<file path="src/rtl/tmr_pkg.sv">
package tmr_pkg;
  localparam int unsigned BYTE_W = 8;
  localparam int unsigned PRE_W  = 5;
  localparam int unsigned SEL_W  = 3;

  typedef enum logic [1:0] {
    TM_PRE13   = 2'd0,
    TM_WIDE16  = 2'd1,
    TM_RELOAD8 = 2'd2,
    TM_SPLIT   = 2'd3
  } tmr_mode_e;

  typedef struct packed {
    logic      gate;
    logic      csel;
    tmr_mode_e mode;
  } tmr_cfg_t;

  localparam logic [SEL_W-1:0] SEL_MODE = 3'd0;
  localparam logic [SEL_W-1:0] SEL_CTRL = 3'd1;
  localparam logic [SEL_W-1:0] SEL_LO0  = 3'd2;
  localparam logic [SEL_W-1:0] SEL_HI0  = 3'd3;
  localparam logic [SEL_W-1:0] SEL_LO1  = 3'd4;
  localparam logic [SEL_W-1:0] SEL_HI1  = 3'd5;
endpackage

</file>
<file path="src/rtl/tmr_sync.sv">
module tmr_sync #(
  parameter int unsigned STAGES = 2
) (
  input  logic clk,
  input  logic rst_n,
  input  logic pin,
  output logic lvl,
  output logic fall
);
  logic [STAGES-1:0] sh_q, sh_d;
  logic              prev_q, prev_d;

  always_comb begin
    sh_d   = {sh_q[STAGES-2:0], pin};
    prev_d = sh_q[STAGES-1];
  end

  always_ff @(posedge clk or negedge rst_n) begin
    if (!rst_n) begin
      sh_q   <= '0;
      prev_q <= 1'b0;
    end else begin
      sh_q   <= sh_d;
      prev_q <= prev_d;
    end
  end

  assign lvl  = sh_q[STAGES-1];
  assign fall = prev_q & ~sh_q[STAGES-1];
endmodule

</file>
<file path="src/rtl/tmr_unit.sv">
module tmr_unit
  import tmr_pkg::*;
#(
  parameter int unsigned BW        = 8,
  parameter int unsigned PW        = 5,
  parameter bit          CAN_SPLIT = 1'b1
) (
  input  logic            clk,
  input  logic            rst_n,
  input  tmr_mode_e       mode,
  input  logic            inc_a,
  input  logic            inc_b,
  input  logic            wr_lo,
  input  logic            wr_hi,
  input  logic [BW-1:0]   wr_data,
  output logic [2*BW-1:0] cnt,
  output logic            ovf_a,
  output logic            ovf_b
);
  localparam int unsigned PCW = BW + PW;
  localparam int unsigned WW  = 2 * BW;
  localparam logic [PCW:0]  ONE_P = 1;
  localparam logic [WW:0]   ONE_W = 1;
  localparam logic [BW-1:0] ONE_B = 1;

  logic [BW-1:0] lo_q, hi_q, lo_d, hi_d;
  logic [PCW:0]  sum_p;
  logic [WW:0]   sum_w;

  always_comb begin
    sum_p = {1'b0, hi_q, lo_q[PW-1:0]} + ONE_P;
    sum_w = {1'b0, hi_q, lo_q} + ONE_W;
    lo_d  = lo_q;
    hi_d  = hi_q;
    ovf_a = 1'b0;
    ovf_b = 1'b0;
    case (mode)
      TM_PRE13: if (inc_a) begin
        lo_d  = {lo_q[BW-1:PW], sum_p[PW-1:0]};
        hi_d  = sum_p[PCW-1:PW];
        ovf_a = sum_p[PCW];
      end
      TM_WIDE16: if (inc_a) begin
        {hi_d, lo_d} = sum_w[WW-1:0];
        ovf_a        = sum_w[WW];
      end
      TM_RELOAD8: if (inc_a) begin
        if (&lo_q) begin
          lo_d  = hi_q;
          ovf_a = 1'b1;
        end else begin
          lo_d = lo_q + ONE_B;
        end
      end
      default: if (CAN_SPLIT) begin
        if (inc_a) begin
          lo_d  = lo_q + ONE_B;
          ovf_a = &lo_q;
        end
        if (inc_b) begin
          hi_d  = hi_q + ONE_B;
          ovf_b = &hi_q;
        end
      end
    endcase
    if (wr_lo) lo_d = wr_data;
    if (wr_hi) hi_d = wr_data;
  end

  always_ff @(posedge clk or negedge rst_n) begin
    if (!rst_n) begin
      lo_q <= '0;
      hi_q <= '0;
    end else begin
      lo_q <= lo_d;
      hi_q <= hi_d;
    end
  end

  assign cnt = {hi_q, lo_q};
endmodule

</file>
<file path="src/rtl/tmr_pair.sv">
module tmr_pair
  import tmr_pkg::*;
(
  input  logic             clk,
  input  logic             rst_n,
  input  logic             tick_en,
  input  logic [1:0]       cnt_pin,
  input  logic [1:0]       gate_pin,
  input  logic             wr_en,
  input  logic [SEL_W-1:0] wr_sel,
  input  logic [BYTE_W-1:0] wr_data,
  input  logic [1:0]       irq_ack,
  output logic [2*BYTE_W-1:0] t0_count,
  output logic [2*BYTE_W-1:0] t1_count,
  output logic [1:0]       ovf_flag,
  output logic [1:0]       run_bit,
  output logic [BYTE_W-1:0] mode_cfg
);
  localparam int unsigned NT = 2;

  logic       rst_meta_q, rst_n_i;
  logic [7:0] mode_q, mode_d;
  logic [1:0] run_q, run_d, flag_q, flag_d;
  logic [1:0] pin_fall, gate_lvl, pin_lvl_unused, gate_fall_unused;
  logic [1:0] src, open;
  logic [1:0] hw_set;
  tmr_cfg_t   cfg [NT];
  logic       t0_split;
  logic       inc0a, inc0b, inc1a;
  logic       u0_ovf_a, u0_ovf_b, u1_ovf_a, u1_ovf_b;
  logic       wr_mode, wr_ctrl;

  always_ff @(posedge clk or negedge rst_n) begin
    if (!rst_n) begin
      rst_meta_q <= 1'b0;
      rst_n_i    <= 1'b0;
    end else begin
      rst_meta_q <= 1'b1;
      rst_n_i    <= rst_meta_q;
    end
  end

  assign cfg[0] = tmr_cfg_t'(mode_q[3:0]);
  assign cfg[1] = tmr_cfg_t'(mode_q[7:4]);

  for (genvar i = 0; i < NT; i++) begin : g_pin
    tmr_sync #(.STAGES(2)) cnt_sync_i (
      .clk(clk), .rst_n(rst_n_i), .pin(cnt_pin[i]),
      .lvl(pin_lvl_unused[i]), .fall(pin_fall[i]));
    tmr_sync #(.STAGES(2)) gate_sync_i (
      .clk(clk), .rst_n(rst_n_i), .pin(gate_pin[i]),
      .lvl(gate_lvl[i]), .fall(gate_fall_unused[i]));
    assign src[i]  = cfg[i].csel ? pin_fall[i] : tick_en;
    assign open[i] = ~cfg[i].gate | gate_lvl[i];
  end

  assign t0_split = (cfg[0].mode == TM_SPLIT);
  assign inc0a    = run_q[0] & open[0] & src[0];
  assign inc0b    = t0_split & run_q[1] & tick_en;
  assign inc1a    = (t0_split | run_q[1]) & open[1] & src[1];

  tmr_unit #(.BW(BYTE_W), .PW(PRE_W), .CAN_SPLIT(1'b1)) u0_i (
    .clk(clk), .rst_n(rst_n_i), .mode(cfg[0].mode),
    .inc_a(inc0a), .inc_b(inc0b),
    .wr_lo(wr_en && wr_sel == SEL_LO0), .wr_hi(wr_en && wr_sel == SEL_HI0),
    .wr_data(wr_data), .cnt(t0_count), .ovf_a(u0_ovf_a), .ovf_b(u0_ovf_b));

  tmr_unit #(.BW(BYTE_W), .PW(PRE_W), .CAN_SPLIT(1'b0)) u1_i (
    .clk(clk), .rst_n(rst_n_i), .mode(cfg[1].mode),
    .inc_a(inc1a), .inc_b(1'b0),
    .wr_lo(wr_en && wr_sel == SEL_LO1), .wr_hi(wr_en && wr_sel == SEL_HI1),
    .wr_data(wr_data), .cnt(t1_count), .ovf_a(u1_ovf_a), .ovf_b(u1_ovf_b));

  assign hw_set[0] = u0_ovf_a;
  assign hw_set[1] = t0_split ? u0_ovf_b : (u1_ovf_a | u1_ovf_b);
  assign wr_mode   = wr_en && (wr_sel == SEL_MODE);
  assign wr_ctrl   = wr_en && (wr_sel == SEL_CTRL);

  always_comb begin
    mode_d = wr_mode ? wr_data : mode_q;
    run_d  = wr_ctrl ? wr_data[1:0] : run_q;
    for (int i = 0; i < NT; i++) begin
      flag_d[i] = flag_q[i] & ~irq_ack[i];
      if (wr_ctrl)   flag_d[i] = wr_data[2+i];
      if (hw_set[i]) flag_d[i] = 1'b1;
    end
  end

  always_ff @(posedge clk or negedge rst_n_i) begin
    if (!rst_n_i) begin
      mode_q <= '0;
      run_q  <= '0;
      flag_q <= '0;
    end else begin
      mode_q <= mode_d;
      run_q  <= run_d;
      flag_q <= flag_d;
    end
  end

  assign ovf_flag = flag_q;
  assign run_bit  = run_q;
  assign mode_cfg = mode_q;
endmodule

</file>
<file path="config.mk">
export PLATFORM = sky130hd
export DESIGN_NAME = tmr_pair
export DESIGN_NICKNAME = d
export VERILOG_FILES = /design/src/rtl/tmr_pkg.sv /design/src/rtl/tmr_sync.sv /design/src/rtl/tmr_unit.sv /design/src/rtl/tmr_pair.sv
export SDC_FILE = /design/constraint.sdc
export NUM_CORES = 1
export LEC_CHECK = 0
export CORE_ASPECT_RATIO = 2
export CORE_MARGIN = 3
export CORE_UTILIZATION = 35
export DETAILED_ROUTE_END_ITERATION = 16
export GPL_ROUTABILITY_DRIVEN = 0
export HOLD_SLACK_MARGIN = 0.05
export SYNTH_ARGS = -nofsm -noshare
export SYNTH_HDL_FRONTEND = slang
export SYNTH_SLANG_ARGS = --single-unit
export TNS_END_PERCENT = 1
</file>
<file path="constraint.sdc">
create_clock -name clk -period 2.25 [get_ports clk]
set_input_delay 0.45 -clock clk [delete_from_list [all_inputs] [get_ports clk]]
set_output_delay 0.45 -clock clk [all_outputs]
set_load 0.03 [all_outputs]
</file>
* Yosys cells after proc, flatten, opt, wreduce, memory -nomap -nowiden
Cells that the tools add are included.
Widths: inputs -> output; s select.
** Operators by class
- Reduce and logical (&&, ||, !) cells :: 23
- Bitwise gates (word level) :: 19
- Multiplexer cells :: 42
- Equality and inequality tests :: 20
- Add/sub/neg operators :: 7
** Operator list (count)
- $mux 8 :: 16
- $pmux 8 s3 :: 3
- $add 16x1->17 const B :: 2
- $add 13x1->14 const B :: 2
- $add 8x1->8 const B :: 3
- $reduce_and 8->1 :: 3
- $ne 3x2->1 const B :: 7
- $mux 1 :: 18
- $pmux 8 s2 :: 1
- $reduce_and 4->1 :: 3
- $and 1x1->1 :: 10
- $mux 5 :: 2
- $reduce_bool 4->1 :: 2
- $eq 2x2->1 const B :: 3
- $eq 3x2->1 const B :: 2
- $eq 3x3->1 const B :: 2
- $logic_and 1x1->1 :: 6
- $ne 2x1->1 const B :: 3
- $not 1->1 :: 6
- $pmux 1 s3 :: 2
- $reduce_bool 3->1 :: 2
- $eq 2x1->1 const B :: 2
- $logic_not 2->1 :: 2
- $eq 3x1->1 const B :: 1
- other kinds (6) :: 8
** Word-level totals
- Register bits after elaboration :: 56
- Word-level logic and storage cells :: 128
- Input port bits :: 21
- Output and inout port bits :: 44

* Logic depth before layout (Yosys ltp)
Gate-level depths: netlist of the first run.
- Depth after elaboration :: 8
- Depth in mapped cells :: 8
- Mapped depth without buffers :: 7

* Hierarchy
Synthesis of the first run repeated with hierarchy kept, for this count alone.
** Unflattened totals
- Cells, all modules :: 457
- Area, all modules :: 4060.1 um^2
** By module, submodules not included
- tmr_unit at u1_i :: seq. area each 400.4 um^2, times used 1, cells an instance 202, area each 1544.0 um^2
- tmr_unit at u0_i :: seq. area each 400.4 um^2, times used 1, cells an instance 187, area each 1511.4 um^2
- tmr_pair :: seq. area each 350.3 um^2, times used 1, cells an instance 52, area each 649.4 um^2
- tmr_sync :: seq. area each 75.1 um^2, times used 4, cells an instance 4, area each 88.8 um^2

* Worst setup path after synthesis of the first run
No wires, ideal clock.
- Kind :: reg-to-reg
- Start point :: register u0_i.lo_q[0]
- End point :: register u0_i.lo_q[3]
- Required time :: 2125 ps
- Stages on the path, launching flop included :: 7
- Setup slack :: 95 ps
- Data arrival time :: 2031 ps
- Buffers on the path :: 0
- Period minus slack after synthesis :: 2155 ps
- Library setup time :: 125 ps
- Path through :: dfrtp_1 > ha_1 > nand4_1 > nor4_4 > mux2i_1 > o21ai_0 > mux2_2
** Between the ends
- Word-level cells in the longest chain between the ends :: 5
- Elaborated cells between the ends (all ways) :: 11
- Classes of those cells :: add/sub (3); mux (7); reduce/logical (1)
** RTL lines
- start, declared :: line tmr_unit.sv:26 : logic [BW-1:0] lo_q, hi_q, lo_d, hi_d;
- start signal, assigned :: line tmr_unit.sv:75 : lo_q <= lo_d;
- $add 8x1->8 or $reduce_and 8->1 (tied branches) :: line tmr_unit.sv:52, tmr_unit.sv:57, tmr_unit.sv:48
- $mux 8 :: line tmr_unit.sv:48 : if (&lo_q) begin
- $mux 8 :: line tmr_unit.sv:47 : TM_RELOAD8: if (inc_a) begin
- $pmux 8 s3 (*) :: line tmr_unit.sv:37 : case (mode)
- $mux 8 (*) :: line tmr_unit.sv:66 : if (wr_lo) lo_d = wr_data;
Every way passes the cells marked *; elsewhere a longest branch is shown, timed or not. The select of a mux whose other input is x is not followed.
A chain may end at the register's enable or synchronous reset.

* Worst setup path in the final report of the first run
- Start point :: register u1_i.lo_q[0]
- End point :: register u1_i.lo_q[1]
** Between the ends
- Word-level cells in the longest chain between the ends :: 5
- Elaborated cells between the ends (all ways) :: 10
- Classes of those cells :: add/sub (3); mux (6); reduce/logical (1)
** RTL lines (line)
- start, declared :: tmr_unit.sv:26
- start signal, assigned :: tmr_unit.sv:75
- $add 8x1->8 or $reduce_and 8->1 (tied branches) :: tmr_unit.sv:52, tmr_unit.sv:48
- $mux 8 :: tmr_unit.sv:48
- $mux 8 :: tmr_unit.sv:47
- $pmux 8 s3 (*) :: tmr_unit.sv:37
- $mux 8 (*) :: tmr_unit.sv:66
Marked as above.

==> results of run 1 <==
layout by cell type, fill, tap and decap left out, drive strengths merged, types with 5 or more instances in the layout:
cell	count
dfrtp	56
a22oi	6
and3	9
o21ai	15
or3	5
nand4	8
xnor2	9
mux2	9
nand2	37
ha	7
a21o	6
nand3	20
inv	9
nor2	35
a21oi	26
o211ai	9
o31ai	11
clkdlybuf4s50	64
clkbuf	6
buf	33
xor2	5
a221oi	7
state kept, by name (all words and copies together), names as in the netlist, 4 cells and up:
name and cells:
u0_i.lo_q 8, g_pin.cnt_sync_i.sh_q 4, mode_cfg 8, g_pin.gate_sync_i.sh_q 4, u1_i.lo_q 8, u1_i.hi_q 8
u0_i.hi_q 8
metal layers:
metal	routed length [um]	global-route usage, %	up-vias
li1	-	-	1569
met1	4090	20.0	1670
met2	6560	41.4	101
met3	415	2.60	29
met4	476	11.3	0
met5	0	0	-
synth_stat cells (7+ instances only):
master     n  area (sq um)
dfrtp_1   56          1400
nand2_1   37           139
nor2_1    35           131
a21oi_1   26           130
nand3_1   19          95.1
o21ai_0   14          70.1
clkbuf_1  11          41.3
o31ai_1   11          82.6
and3_1     9          56.3
mux2_2     9           101
o211ai_1   9          67.6
xnor2_1    9          78.8
inv_1      8          30.0
nand4_1    8          50.1
ha_1       7          87.6
worst max-delay path by stage:
| stage | slack [ps] | to | startpoint | cells after the start |
|---|---|---|---|---|
| 2_1_floorplan | 90 | u0_i.lo_q[3] | u0_i.lo_q[0] | 6 |
| 3_3_place_gp | -140 | u0_i.hi_q[6] | tick_en | 6 |
| 3_5_place_dp | -180 | u0_i.hi_q[6] | tick_en | 6 |
| 4_1_cts | 130 | u1_i.lo_q[3] | u1_i.lo_q[0] | 6 |
| 5_1_grt | 6 | u1_i.lo_q[1] | u1_i.lo_q[1] | 6 |
| 6_report | 130 | u1_i.lo_q[1] | u1_i.lo_q[0] | 6 |
layout make-up:
type	instances	area (sq um)	share of cell area, %
repair buffers	97	888	19.3
clock inverters	2	38.8	0.842
well taps	130	163	3.53
flip-flops and latches	56	1400	30.5
inverters	8	30.0	0.652
clock buffers	6	129	2.80
multi-input cells	292	1950	42.4
worst max-delay path: stages, from the launching register on:
cell and delay [ps]:
dfrtp_1 430, ha_1 250, and4_2 300, nand2_1 180, a211o_1 430, a221oi_1 280, o31ai_1 110
kinds of logic (layout without fill, tap and decap cells):
logic type               after synthesis  in the layout  share of synthesized area, %
AND/OR/NAND/NOR                      147            147                          22.7
AO/OA/AOI/OAI                        111            111                          23.5
flip-flops                            56             56                          40.9
buffers and inverters                 24            113                          2.88
XOR/XNOR                              14             14                          3.58
multiplexers                          12             12                          3.83
adder cells (fa/ha/maj)                7              7                          2.55
other                                  1              1                         0.109
power breakdown:
part | total, mW | leakage [nW] | internal [mW] | switching, mW
Sequential | 1.64 | 0.659 | 1.24 | 0.401
Clock | 0.924 | 0.0815 | 0.532 | 0.393
Combinational | 2.22 | 1.08 | 0.975 | 1.24
Total | 4.78 | 1.82 | 2.75 | 2.04
what timing repair did:
| item | 4_1_cts | 5_1_grt |
|---|---|---|
| gates cloned | 0 | 0 |
| resized for setup | 1 | 3 |
| setup endpoints to repair | 1 | 2 |
| endpoints found under the hold margin | 0 | 0 |
==> impl_results.md, run 1 <==
- Final setup margin: approximately 130 ps
- Number of global-route vias before repair: 3436
- Mapped Area: 0.00343 sq mm
- Final core utilization: about half
- R2R Path Start: u1_i.lo_q[0]
- Placed cell area: roughly 0.0044 sq mm
- Antenna Cells: 0
- P_leak: around 1.8 nW
- Core footprint: 0.00945 sq mm
- Die width: between 70 and 80 um
- CTS Buffer Depth: 2
- Hold Fails Final Rpt: 0
- Largest net degree at the start of global routing: 55
- DP Cell Count: roughly 580
- Actual slew at the worst max-slew pin: roughly 700 ps
- Synth async-reset ratio: between 90% and 100%
- Slew Viols, Final: 0
- Pwr Density: 1040 mW/mm^2
- Final period util: 94.4%
- Prevailing post-synth register cell: dfrtp_1
- DR iter-0 viols: between 100 and 150
- Setup TNS: 0 ps
- Unrepaired setup endpoints after global routing: no
- Max Fanout on Critical Path: 7
- #FFs+latches synth: 56
- Row Count: 50
- Total power: around 4.8 mW
- Reg2Reg Setup Slack: between 100 and 150 ps
- Post-route antenna net violation count: 0
- Max Cap Viol: 0
- Root buf cell: clkbuf_16
- Post-route cell area: 0.00460 sq mm
- Sink Count: 56
- Port bufs: 64
- GRT Total Usage: between 20% and 30%
- WL/cell: 19.5 um
- First-pass GRT wire length: about 18000 um
- Postcts setup bufs: 0
- Status: finished clean
- Hold WC Path Type: in -> async
- WHS: 304 ps
- Worst EP arrival: 2280 ps
- Final setup violating endpoints: 0
- Synth warn: 0
- Clock Skew: approximately 5 ps
- CTS clock-pin slew for the worst setup and hold paths: about 70 ps
- CTS Buf Count: 5
- Area growth from synthesis to layout: 34.3%
- Max VDD drop: approximately 0.6 mV
- Nets: between 400 and 500
- Cts hold-fix bufs: 0
- Detailed Place HPWL: 8820 um
- Die Area: 0.0111 sq mm
- Max Freq: 0.471 GHz
- I/O pin count: 65
- Gr ovfl total: 0
- Cell count after synthesis: roughly 370
- H-Tree Depth: 2
- Final cell count without fillers: between 500 and 600
- Die Ht: about 150 um
- Mapped Avg Cell Area: just over 9 sq um
- Initial antenna violation count: 0
- Sequential fraction of the synthesis area: 40.9%
- R2R depth: 6
- Worst-skew pair later-pin latency: 300 ps
- Crit end category: register
- FF-to-FF End: u1_i.lo_q[1]
- Vias after detailed routing: between 3000 and 4000
- Dpl ws: -176 ps
- Fillers: between 900 and 1000
- Worst slew margin: between 50% and 60%
- Initial cell density of the core: approximately 36%
- Post-synth EDFFs: 0
- Startpoint types: register
- CTS tree: yes
- DR pass1 iterations: 4
- Via/cell ratio: 5.70
- Crit path required time: ~2400 ps
- Min cycle time layout: approximately 2100 ps
- Drt drc: 0
- CP Class: reg -> reg
- Share of layout cells above drive strength 1: 14.1%
- Yosys cell types: 66
- DRT Wirelength: about 12000 um
- Post-synthesis net count: 400
(Power assumes the default switching activity.)
==> run 2, diff against run 1 <==
- CAP_MARGIN: default -> 20
==> results of run 2 <==
No change in the layout: final DEF, timing and power equal those of run 1.
